--- src/rtl/lvl_irq_ctrl.sv ---
module lvl_irq_ctrl #(
  parameter int NCH      = 16,
  parameter int TICK_CYC = 1000,
  parameter int DBW      = 12,
  parameter int AW       = 8
) (
  input  logic           clk,
  input  logic           rst_n,
  input  logic [NCH-1:0] pins,
  input  logic           bus_wr,
  input  logic [AW-1:0]  bus_addr,
  input  logic [31:0]    bus_wdata,
  output logic [31:0]    bus_rdata,
  output logic           irq
);
  localparam int PW = (TICK_CYC > 1) ? $clog2(TICK_CYC) : 1;
  localparam logic [AW-1:0] A_PIN   = AW'(8'h00);
  localparam logic [AW-1:0] A_EN    = AW'(8'h04);
  localparam logic [AW-1:0] A_POL   = AW'(8'h14);
  localparam logic [AW-1:0] A_IE    = AW'(8'h18);
  localparam logic [AW-1:0] A_RAW   = AW'(8'h1C);
  localparam logic [AW-1:0] A_MSK   = AW'(8'h20);
  localparam logic [AW-1:0] A_CLR   = AW'(8'h24);
  localparam logic [AW-1:0] A_ARM   = AW'(8'h28);
  localparam int            TMR_BASE = 'h40;

  logic [NCH-1:0] s1, s2, chan_en, pol, ie, raw, armed;
  logic [NCH-1:0] active, hit, arm_p, clr_p;
  logic [DBW-1:0] tmr [NCH];
  logic [DBW-1:0] cnt [NCH];
  logic [PW-1:0]  pre;
  logic           tick;

  assign tick   = (pre == PW'(TICK_CYC - 1));
  assign active = chan_en & ~(s2 ^ pol);
  assign arm_p  = (bus_wr && bus_addr == A_ARM) ? bus_wdata[NCH-1:0] : '0;
  assign clr_p  = (bus_wr && bus_addr == A_CLR) ? bus_wdata[NCH-1:0] : '0;
  assign irq    = |(raw & ie);

  always_ff @(posedge clk or negedge rst_n) begin
    if (!rst_n) begin
      s1      <= '0;
      s2      <= '0;
      pre     <= '0;
      chan_en <= '0;
      pol     <= '0;
      ie      <= '0;
      raw     <= '0;
    end else begin
      s1  <= pins;
      s2  <= s1;
      pre <= tick ? '0 : pre + 1'b1;
      raw <= (raw | hit) & ~clr_p;
      if (bus_wr && bus_addr == A_EN)  chan_en <= bus_wdata[NCH-1:0];
      if (bus_wr && bus_addr == A_POL) pol     <= bus_wdata[NCH-1:0];
      if (bus_wr && bus_addr == A_IE)  ie      <= bus_wdata[NCH-1:0];
    end
  end

  for (genvar n = 0; n < NCH; n++) begin : g_ch
    localparam logic [AW-1:0] A_TMR = AW'(TMR_BASE + 4 * n);
    assign hit[n] = armed[n] & active[n] & (cnt[n] >= tmr[n]);

    always_ff @(posedge clk or negedge rst_n) begin
      if (!rst_n) begin
        armed[n] <= 1'b0;
        cnt[n]   <= '0;
        tmr[n]   <= '0;
      end else begin
        if (bus_wr && bus_addr == A_TMR) tmr[n] <= bus_wdata[DBW-1:0];
        if (arm_p[n] && chan_en[n])      armed[n] <= 1'b1;
        else if (hit[n] || !chan_en[n])  armed[n] <= 1'b0;
        if (arm_p[n] || !armed[n] || !active[n]) cnt[n] <= '0;
        else if (tick && cnt[n] < tmr[n])        cnt[n] <= cnt[n] + 1'b1;
      end
    end
  end

  always_comb begin
    bus_rdata = '0;
    case (bus_addr)
      A_PIN:   bus_rdata = 32'(s2 & chan_en);
      A_EN:    bus_rdata = 32'(chan_en);
      A_POL:   bus_rdata = 32'(pol);
      A_IE:    bus_rdata = 32'(ie);
      A_RAW:   bus_rdata = 32'(raw);
      A_MSK:   bus_rdata = 32'(raw & ie);
      default: bus_rdata = '0;
    endcase
    for (int n = 0; n < NCH; n++)
      if (bus_addr == AW'(TMR_BASE + 4 * n)) bus_rdata = 32'(tmr[n]);
  end
endmodule

--- config.mk ---
export PLATFORM = sky130hd
export DESIGN_NAME = lvl_irq_ctrl
export DESIGN_NICKNAME = d
export VERILOG_FILES = /design/src/rtl/lvl_irq_ctrl.sv
export SDC_FILE = /design/constraint.sdc
export NUM_CORES = 1
export LEC_CHECK = 0
export ABC_AREA = 1
export BUFFER_PORTS_ARGS = -buffer_cell sky130_fd_sc_hd__buf_4
export CAP_MARGIN = 10
export CORE_MARGIN = 2
export CORE_UTILIZATION = 58
export DETAILED_ROUTE_END_ITERATION = 8
export PLACE_DENSITY = 0.78
export SLEW_MARGIN = 5
export SYNTH_ARGS = -nofsm -noshare
export SYNTH_HDL_FRONTEND = slang
export SYNTH_SLANG_ARGS = --single-unit
--- constraint.sdc ---
create_clock -name clk -period 3.66 [get_ports clk]
set_clock_uncertainty 0.1 [all_clocks]
set_input_delay 0.549 -clock clk [delete_from_list [all_inputs] [get_ports clk]]
set_output_delay 0.549 -clock clk [all_outputs]
set_load 0.02 [all_outputs]
Yosys cells after proc, flatten, opt, wreduce, memory -nomap -nowiden
Cells that the tools add are included.
{ "op_classes": {"n_addsub": 17, "order_cmp": 32, "n_eq_ne": 24, "mux": 84, "bitwise": 41, "reduce_logical": 183} }
{ "op_table": {"columns": ["operator", "n"], "rows": [
  ["$mux 32", 16],
  ["$mux 12", 32],
  ["$add 12x1->12 const B", 16],
  ["$ge 12x12->1", 16],
  ["$lt 12x12->1", 16],
  ["$eq 8x7->1 const B", 16],
  ["$pmux 16 s6", 1],
  ["$and 16x16->16", 5],
  ["$reduce_bool 2->1", 32],
  ["$logic_and 1x1->1", 53],
  ["$logic_not 1->1", 48],
  ["$logic_or 1x1->1", 48],
  ["$and 1x1->1", 32],
  ["$mux 1", 32],
  ["$mux 16", 2],
  ["$not 16->16", 2],
  ["$eq 8x5->1 const B", 3],
  ["$eq 8x6->1 const B", 3],
  ["$or 16x16->16", 1],
  ["$reduce_or 16->1", 1],
  ["$xor 16x16->16", 1],
  ["$add 10x1->10 const B", 1],
  ["$eq 10x10->1 const B", 1],
  ["$mux 10", 1],
  ["2 further kinds", 2]
]} }
{ "totals": {"ff_bits": 506, "input_bits": 59, "output_inout_bits": 33, "word_cells": 436} }

Longest topological paths before layout
{ "logic_depth": {"depth_word": 18, "depth_mapped": 19} }

Worst setup path before layout
Ideal clock, no wire load.
{ "synth_path": {"path_type": "input -> output", "start": "in bus_addr[3]", "end": "out bus_rdata[7]", "t_arrival_ps": 2145, "slack_ps": 866, "stages": 15, "path_buffers": 1, "cell_sequence": "inv_1 -> nand2_1 -> nor2_2 -> inv_1 -> nor2_1 -> buf_2 -> nand2_1 -> nand2_1 -> nand2_1 -> nand2_1 -> nand4_1 -> nand2_1 -> nand4_1 -> nor3_1 -> nand4_1"} }
{ "synth_via": {"elab_chain_len": 18, "elab_cells_between_ends": 39, "classes_between": "21 x eq/ne; 17 x mux; 1 x reduce/logical"} }
{ "synth_lines": {"columns": ["item", "line_no", "text"], "rows": [
  ["start, declared", "11", "input logic [AW-1:0] bus_addr,"],
  ["$eq 8x6->1 (tied with other cells)", "81", "case (bus_addr)"],
  ["$pmux 16 s6", "81", null],
  ["$mux 32 (15 in series)", "91", "if (bus_addr == AW'(TMR_BASE + 4 * n)) bus_rdata = 32'(tmr[n]);"],
  ["$mux 32 (*)", "91", null],
  ["end, declared", "13", "output logic [31:0] bus_rdata,"]
]} }
Mark *: on every way between the ends. The rest lies on a longest branch, timed or not.

Worst setup path in the final report
{ "layout_path": {"start": "in bus_addr[3]", "end": "out bus_rdata[1]"} }
The elaborated chain is that of the path after synthesis.

==> impl_metrics.ini <==
[hold_path]
whs_endpoint = raw[4]$_DFF_PN0_
hp-class = in -> reg
whs_path_depth = 2
hold_start = bus_wdata[4]

[synth]
async_flop_share_pct = 100
synth_cells = 3601
yosys_most_used_dff = dfrtp_1
yosys_register_bits = 506
netlist_area_sq_mm = 0.0286
synth_warnings = 0
synth-edff-count = 0
synth_cell_type_count = 53
synth_top_area_share_pct = 44.3
synth_seq_area_share_pct = 44.3
avgSynthCellArea_sq_um = 7.93
yosys.area.top_type = dfrtp_1
synth_area_leaders = dfrtp_1, nand2_1, ha_1, o21ai_0, inv_1

[grt]
groute.usage.overall_pct = 31.6
grt-ovfl-total = 0
grt_max_degree = 97
grt_pass1_wl_mm = 125
grt_pass1_vias = 23400
antenna_found_initial = 2

[floorplanning]
ios = 92
initial_core_util_pct = 58.6
num_rows = 81
die_h_um = 226
coreArea_sq_mm = 0.0487
dieArea_sq_mm = 0.0510
die_w_um = 226

[layout]
drive_above_1_share_pct = 9.09
mostFrequentLayoutCells = nand2_1, dfrtp_1, inv_1
layout_commonest_cell = nand2_1
syn2layout_area_growth_pct = 12.6
stdcell_area_sq_mm = 0.0322
final_nets = 3989
final_cells = 4428

[route]
drt_wl_total_mm = 79.2
firstDrtPassIters = 6
vias = 25200
vias_per_cell = 5.68
drcViolationCount = 0
ant_nets = 0
drt_iter0_markers = 3139
wire_per_inst_um = 17.9

[pwr]
powerDensity_mw_per_mm2 = 391
p_int_uw = 9430
share_comb_of_total_power_pct = 7.9
switching_share_pct = 25.0
peakVddDrop_mv = 0.383
switchingPower_uw = 3140
clkPwrFrac_pct = 45.3
power.total_uw = 12600
power_frac_seq_pct = 46.9
leakage_uw = 0.0146

[timing]
finalSetupViolCount = 1
finalWorstSetupSlack_ns = -0.0322
report.final.slew_viol_count = 0
min_period_over_period_pct = 101
rsz0062_at_grt = no
hold_viol_final = 0
min_period_ns = 3.69
tightest_slew_ns = 1.15
clock.fmax_ghz = 0.271
relSlewSlack_pct = 23.1
finalSetupTns_ns = -0.0322

[clock_tree]
cts_root_buf = clkbuf_16
clock_latency_ns = 0.62
cts.sinks = 506
cts_made_buffers = 54
clockBufferDepth = 3
htreeDepth = 2
clkTransAtPathRegs_ns = 0.06
cts_tree = yes
cts_setup_buffers = 0

[place]
dpl.hpwl_mm = 56.6
dp_cells = 4311
gp_congestion = 0.994
io_buffers = 59
dpl-instance-area_sq_mm = 0.0301

[setup_path]
path_cells = buf_4 -> inv_1 -> nand2_1 -> nor2_4 -> inv_1 -> nor2_2 -> buf_2 -> a21oi_1 -> nand3_1 -> nand2_1 -> nand3_1 -> nand2_1 -> nand4_1 -> nand2_1 -> nand4_1 -> nor2_1 -> nand4_1 -> buf_4
cp-end-kind = output pin
crit_top_cell = nand2_1
worst_r2r_endpoint = cnt[153]$_DFFE_PN0P_
start_kind = input pin
crit_type = in -> out
cpPeakStageDelay_ns = 0.25
required_ns = 3.01
arrival_ns = 3.04
r2r-start = pre[0]$_DFF_PN0_
ff2ff_setup_slack_ns = 0.73
crit_fanout = 11
reg2reg_depth = 12
cp_slowest_cell = nor2_1

[outcome]
outcome = finished with violations
violations = negative setup slack

[flow_run]
maxCapViolations = 0
==> how the worst max path moves through the flow <==
stage | startpoint | endpoint | slack, ns | depth (start not counted)
3_5_place_dp | bus_addr[3] | bus_rdata[10] | 0.02 | 17
2_1_floorplan | bus_addr[3] | bus_rdata[7] | 0.87 | 15
3_3_place_gp | bus_addr[3] | bus_rdata[10] | 0.04 | 17
5_1_grt | bus_addr[4] | bus_rdata[1] | 0.002 | 18
6_report | bus_addr[3] | bus_rdata[1] | -0.03 | 18
4_1_cts | bus_addr[3] | bus_rdata[10] | 0.02 | 17
==> critical path: cells and delay by family <==
family / cells / cell delay [ns]
AND/OR/NAND/NOR: 12 / 1.55
buffers and inverters: 5 / 0.70
AO/OA/AOI/OAI: 1 / 0.22
==> flip-flops by register name (all words and copies together), names as in the netlist <==
signal and cells:
armed 16, chan_en 16, cnt 192, ie 16
pol 16, pre 10, raw 16, s1 16
s2 16, tmr 192
==> power by group through the flow <==
| stage | clock [uW] | combinational (uW) | sequential, uW |
|---|---|---|---|
| after global placement | 0 | 928 | 5980 |
| after floorplan | 0 | 550 | 5930 |
| after global routing | 5970 | 1110 | 5900 |
| after CTS | 5740 | 975 | 5880 |
| after detailed placement | 0 | 953 | 5980 |
| final | 5690 | 987 | 5890 |
==> cell type report <==
| type | count | area, sq um |
|---|---|---|
| Multi-Input combinational cell | 2495 | 13600 |
| Inverter | 514 | 1930 |
| Antenna cell | 1 | 2.50 |
| Tap cell | 664 | 831 |
| Clock buffer | 79 | 1600 |
| Clock inverter | 19 | 246 |
| Fill cell | 4027 | 16600 |
| Timing Repair Buffer | 150 | 1260 |
| Sequential cell | 506 | 12700 |
==> cell usage after synthesis (23+ instances only) <==
cell      instances
nand4_1          73
ha_1            209
nor2_1          209
o211ai_1         23
clkbuf_1         79
a21oi_1         265
a21boi_0         32
inv_1           492
dfrtp_1         506
nand2_1         806
o21ai_0         406
nand2_2          32
nor3_1           77
nand3_1         180
==> what timing repair did <==
| item | in CTS | in global routing |
|---|---|---|
| endpoints found under the setup margin | 0 | 12 |
| endpoints found under the hold margin | 101 | 0 |
| hold buffers | 17 | 0 |
| gates resized for setup | 0 | 19 |
==> stage by stage <==
step | util, % | hold slack, ns | worst slack [ns]
2_1_floorplan | - | 0.153 | 0.866
3_3_place_gp | 61.7 | 0.231 | 0.0424
3_5_place_dp | 61.7 | 0.235 | 0.0244
4_1_cts | 65.9 | 0.00412 | 0.0160
5_1_grt | 66.0 | 0.0255 | 0.00243
6_report | 66.0 | 0.0261 | -0.0322
==> routing by layer <==
metal	vias up	routed length, um	global-route usage, %
li1	12100	-	-
met1	11800	33800	44.6
met2	1022	35600	49.6
met3	187	6660	4.68
met4	0	3060	12.0
met5	-	0	0
==> cells by family after synthesis <==
group	Yosys count	synth area share, %
adders and majority gates	209	9.15
DFF	506	44.3
buffers and inverters	615	8.36
xor gates and xnor gates	18	0.552
and+or+nand+nor	1460	22.6
AOI/OAI and AO/OA	792	15.0
other	1	0.0131
Note: power is estimated with default switching activity, not from simulation.
